**config.mk**
```make
export PLATFORM = sky130hd
export DESIGN_NAME = vid_settle_blank
export DESIGN_NICKNAME = d
export VERILOG_FILES = /design/src/rtl/vsb_pkg.sv /design/src/rtl/vsb_sync.sv /design/src/rtl/vsb_change_det.sv /design/src/rtl/vsb_timer.sv /design/src/rtl/vsb_latch.sv /design/src/rtl/vid_settle_blank.sv
export SDC_FILE = /design/constraint.sdc
export NUM_CORES = 1
export LEC_CHECK = 0
export BUFFER_PORTS_ARGS = -buffer_cell sky130_fd_sc_hd__buf_2
export CAP_MARGIN = 10
export CORE_ASPECT_RATIO = 1.5
export CORE_UTILIZATION = 35
export DETAILED_ROUTE_END_ITERATION = 10
export PLACE_DENSITY = 0.6
export SYNTH_ARGS = -nofsm -noshare
export SYNTH_HDL_FRONTEND = slang
export SYNTH_SLANG_ARGS = --single-unit
```
**constraint.sdc**
```tcl
create_clock -name clk -period 1.65 [get_ports clk]
set_input_delay 0.0825 -clock clk [delete_from_list [all_inputs] [get_ports clk]]
set_output_delay 0.0825 -clock clk [all_outputs]
set_load 0.005 [all_outputs]
```
**src/rtl/vsb_pkg.sv**
```systemverilog
package vsb_pkg;

  // Width of a down-counter that must hold the value n.
  function automatic int unsigned cnt_w(input int unsigned n);
    return (n < 2) ? 1 : $clog2(n + 1);
  endfunction

endpackage

```
**src/rtl/vsb_sync.sv**
```systemverilog
module vsb_sync #(
  parameter int W      = 5,
  parameter int STAGES = 2
) (
  input  logic         clk,
  input  logic         rst,
  input  logic [W-1:0] d,
  output logic [W-1:0] q
);

  logic [W-1:0] stg [STAGES];

  always_ff @(posedge clk) begin
    if (rst) stg[0] <= '0;
    else     stg[0] <= d;
  end

  for (genvar i = 1; i < STAGES; i++) begin : g_stage
    always_ff @(posedge clk) begin
      if (rst) stg[i] <= '0;
      else     stg[i] <= stg[i-1];
    end
  end

  assign q = stg[STAGES-1];

endmodule

```
**src/rtl/vsb_change_det.sv**
```systemverilog
module vsb_change_det #(
  parameter int W = 5
) (
  input  logic         clk,
  input  logic         rst,
  input  logic         en,
  input  logic [W-1:0] d,
  output logic         chg
);

  logic [W-1:0] d_prev;

  always_ff @(posedge clk) begin
    if (rst) d_prev <= '0;
    else     d_prev <= d;
  end

  assign chg = en && (d != d_prev);

endmodule

```
**src/rtl/vsb_timer.sv**
```systemverilog
module vsb_timer #(
  parameter int unsigned LEN = 40
) (
  input  logic clk,
  input  logic rst,
  input  logic clr,
  input  logic start,
  output logic busy
);

  import vsb_pkg::*;

  localparam int unsigned CW = cnt_w(LEN);

  logic [CW-1:0] cnt;

  always_ff @(posedge clk) begin
    if (rst || clr) begin
      cnt  <= '0;
      busy <= 1'b0;
    end else if (start) begin
      cnt  <= CW'(LEN);
      busy <= 1'b1;
    end else if (cnt != '0) begin
      cnt  <= cnt - 1'b1;
      busy <= (cnt != CW'(1));
    end
  end

endmodule

```
**src/rtl/vsb_latch.sv**
```systemverilog
module vsb_latch #(
  parameter int W = 5
) (
  input  logic         clk,
  input  logic         rst,
  input  logic         en,
  input  logic         cap,
  input  logic [W-1:0] d,
  output logic [W-1:0] q,
  output logic         stb
);

  always_ff @(posedge clk) begin
    if (rst) begin
      q   <= '0;
      stb <= 1'b0;
    end else if (!en) begin
      q   <= d;
      stb <= 1'b0;
    end else if (cap) begin
      q   <= d;
      stb <= 1'b1;
    end else begin
      stb <= 1'b0;
    end
  end

endmodule

```
**src/rtl/vid_settle_blank.sv**
```systemverilog
module vid_settle_blank #(
  parameter int          CODE_W      = 5,
  parameter int          SYNC_STAGES = 2,
  parameter int unsigned SETTLE_CYC  = 40,
  parameter int unsigned BLANK_CYC   = 10000
) (
  input  logic              clk,
  input  logic              rst,
  input  logic              en,
  input  logic [CODE_W-1:0] code_raw,
  output logic [CODE_W-1:0] code_out,
  output logic              code_stb,
  output logic              blank_out
);

  logic [CODE_W-1:0] code_sync;
  logic              chg;
  logic              settle_busy;
  logic              settle_prev;
  logic              settle_end;

  vsb_sync #(.W(CODE_W), .STAGES(SYNC_STAGES)) u_sync (
    .clk (clk),
    .rst (rst),
    .d   (code_raw),
    .q   (code_sync)
  );

  vsb_change_det #(.W(CODE_W)) u_det (
    .clk (clk),
    .rst (rst),
    .en  (en),
    .d   (code_sync),
    .chg (chg)
  );

  vsb_timer #(.LEN(SETTLE_CYC)) u_settle (
    .clk   (clk),
    .rst   (rst),
    .clr   (!en),
    .start (chg),
    .busy  (settle_busy)
  );

  vsb_timer #(.LEN(BLANK_CYC)) u_blank (
    .clk   (clk),
    .rst   (rst),
    .clr   (!en),
    .start (chg),
    .busy  (blank_out)
  );

  // Falling edge of the settle window marks a quiet input.
  always_ff @(posedge clk) begin
    if (rst) settle_prev <= 1'b0;
    else     settle_prev <= en && settle_busy;
  end

  assign settle_end = settle_prev && !settle_busy;

  vsb_latch #(.W(CODE_W)) u_latch (
    .clk (clk),
    .rst (rst),
    .en  (en),
    .cap (settle_end),
    .d   (code_sync),
    .q   (code_out),
    .stb (code_stb)
  );

endmodule

```
==> impl_metrics.json <==
{
  "reg2reg_depth": 6,
  "grt_pass1_vias": 1327,
  "cts_setup_buffers": 0,
  "hold_class": "primary input to flop",
  "synth_xor_area_share_pct": 4.34,
  "drv_slew": 0,
  "critPathMaxFanout": 4,
  "die_h_um": 90.2,
  "required_ns": 1.89,
  "ff_latch_area_um2": 885,
  "vias": 1429,
  "ant_nets": 0,
  "ir_worst_vdd_mv": 0.692,
  "grt_max_degree": 21,
  "diodes": 0,
  "start_util_pct": 36.9,
  "die_w_um": 60.8,
  "dp_hpwl_um": 2460,
  "muxShareOfSynthArea_pct": 2.83,
  "grt-ovfl-total": 0,
  "cp-end-kind": "flop",
  "grt_usage_pct": 13.8,
  "skew_ns": 0.00579,
  "synth_cells": 192,
  "path_clk_slew_ns": 0.08,
  "synth_cell_types": 38,
  "grt_pass1_wl_um": 5780,
  "synth.area.top_cells": "dfxtp_1 (49%), nor2b_1 (6.2%), xnor2_1 (4.3%), a21oi_1 (3.9%), ha_1 (3.4%)",
  "cp.arrival_ns": 1.81,
  "setup_viol": 0,
  "p_leak_nw": 0.891,
  "fin_ws_ns": 0.0720,
  "multiInputGateArea_um2": 910,
  "synth_fa_ha_area_share_pct": 3.45,
  "yosysWarnings": 0,
  "layout-drive-gt1-share_pct": 22.5,
  "ios": 15,
  "max_cap_violations": 0,
  "firstDrtPassIters": 4,
  "period_share_pct": 95.6,
  "pre_cts_slack_ns": 0.0439,
  "synth.top_cell.area_share_pct": 48.5,
  "die_area_mm2": 0.00549,
  "cts_buffer_depth": 2,
  "drtIter0Drc": 54,
  "area_growth_pct": 22.4,
  "synth_compound_area_share_pct": 11.7,
  "post-route-drc-count": 0,
  "final_common_cell": "dfxtp_1",
  "power.density_mw_per_mm2": 1140,
  "core_mm2": 0.00493,
  "rows": 31,
  "outcome": "finished clean",
  "port_buffers": 14,
  "path_class": "flop to flop",
  "antenna_found_initial": 0,
  "finalHoldViolCount": 0,
  "routedWlPerCell_um": 11.7,
  "viasPerCell": 4.88,
  "max_freq_ghz": 0.634,
  "tightest_slew_ns": 0.353,
  "clock_tree.htree_level_count": 2,
  "fillCellCount": 506,
  "routed_wl_um": 3440,
  "avgSynthCellArea_um2": 9.46,
  "cts-buffers-inserted": 5,
  "synth_seq_cells": 44,
  "clkLatencyLatePin_ns": 0.29,
  "cts_tree": "done",
  "setup-tns-final_ns": 0,
  "synth_fp_nets": 205,
  "synthSimpleGateAreaFrac_pct": 26.6,
  "nNetsFinal": 239,
  "start_kind": "flop",
  "syn_area_mm2": 0.00182,
  "yosysSeqAreaShare_pct": 48.5,
  "place_congestion": 0.824,
  "slew_headroom_pct": 76.4,
  "clock-sinks": 44,
  "yosys.area.top_type": "dfxtp_1",
  "root_buffer": "clkbuf_8",
  "mostFrequentLayoutCells": "dfxtp_1 (41), nor2b_1 (18), nor2_1 (15)",
  "synth_top_family_by_area": "simple AND/OR/NAND/NOR gates",
  "hold_depth": 2,
  "min_period_ns": 1.58
}
-- Yosys cell counts --
cell type / instances
dfxtp_1: 44
nor2b_1: 18
nor2_1: 15
a21oi_1: 14
nand2_1: 11
xnor2_1: 9
inv_1: 8
nand3_1: 8
a31oi_1: 5
ha_1: 5
or3_1: 5
mux2i_1: 4
nand2b_1: 4
clkbuf_1: 3
nand4_1: 3
nor3_1: 3
nor3_2: 3
nor4_1: 3
o21ai_0: 3
a211oi_1: 2
and4_1: 2
nor3b_1: 2
o21ai_1: 2
o31ai_1: 2
a2111oi_2: 1
a21bo_2: 1
a221oi_2: 1
and2_1: 1
and3_2: 1
buf_2: 1
mux2_2: 1
nand3b_1: 1
nand4b_1: 1
nor4_2: 1
o211ai_1: 1
o31a_1: 1
or4_1: 1
or4_4: 1
-- metrics by stage --
step                      area [µm²]  util [%]  power (mW)  instances  hold WS [ns]
final                           2220      45.1        2.54        293        0.0152
after global routing            2220      45.1        2.68        293        0.0318
after CTS                       2200      44.6        2.55        293        0.0224
after detailed placement        2050      41.6        1.73        281         0.299
after global placement          2050      41.6        1.73        281         0.293
after floorplan                 1820         -        1.56        192         0.211
-- flip-flops by register name, indices dropped and copies added, names as in the netlist --
register       flops
settle_prev        1
u_blank.busy       1
u_blank.cnt       14
u_det.d_prev       5
u_latch.q          5
u_latch.stb        1
u_settle.busy      1
u_settle.cnt       6
u_sync.stg        10
-- critical path, cell delays in order (launching register included) --
cell     delay (ns)
dfxtp_2        0.35
inv_1          0.07
ha_2           0.18
nor3b_1        0.14
and4_1         0.22
or4_4          0.42
a21oi_2        0.13
-- layer usage --
metal  global-route usage [%]  share of wire (%)
met3                     3.74                3.7
met1                     16.5                 43
met5                        0                  0
met4                     5.68                1.8
met2                     22.7                 52
-- logic make-up (layout without fill, tap and decap cells) --
| logic type | after synthesis | in the layout |
|---|---|---|
| AO/OA/AOI/OAI | 33 | 33 |
| XOR/XNOR | 9 | 9 |
| adder cells (fa/ha/maj) | 5 | 5 |
| buffers and inverters | 12 | 47 |
| flip-flops | 44 | 44 |
| multiplexers | 5 | 5 |
| AND/OR/NAND/NOR | 84 | 84 |
-- path summary, 6_finish.rpt --
path	from	endpoint	slack, ns
worst max register to register	u_blank.cnt[0]$_SDFFE_PP0P_	u_blank.cnt[5]$_SDFFE_PP0P_	0.07
worst max-delay path	u_blank.cnt[0]$_SDFFE_PP0P_	u_blank.cnt[5]$_SDFFE_PP0P_	0.07
worst min-delay path	code_raw[2]	u_sync.stg[0][2]$_SDFF_PP0_	0.02
worst min register to register	u_sync.stg[0][4]$_SDFF_PP0_	u_sync.stg[1][4]$_SDFF_PP0_	0.44
-- final cells by class --
| type | count | share of cell area (%) |
|---|---|---|
| well taps | 66 | 3.72 |
| clock inverters | 2 | 1.58 |
| flip-flops and latches | 44 | 39.8 |
| inverters | 8 | 1.35 |
| clock buffers | 6 | 3.27 |
| repair buffers | 31 | 9.35 |
| multi-input cells | 136 | 40.9 |
-- where the power goes --
part | switching, mW | leakage [nW] | internal, mW | total [mW]
logic | 0.290 | 0.475 | 0.281 | 0.571
registers | 0.0496 | 0.362 | 1.12 | 1.17
clock network | 0.351 | 0.0552 | 0.449 | 0.800
-- what timing repair did --
item,4_1_cts,5_1_grt
hold buffers,4,0
gates resized for setup,0,8
endpoints found under the setup margin,0,4
hold endpoints to repair,4,0
Power figures use the tool's default switching activity.
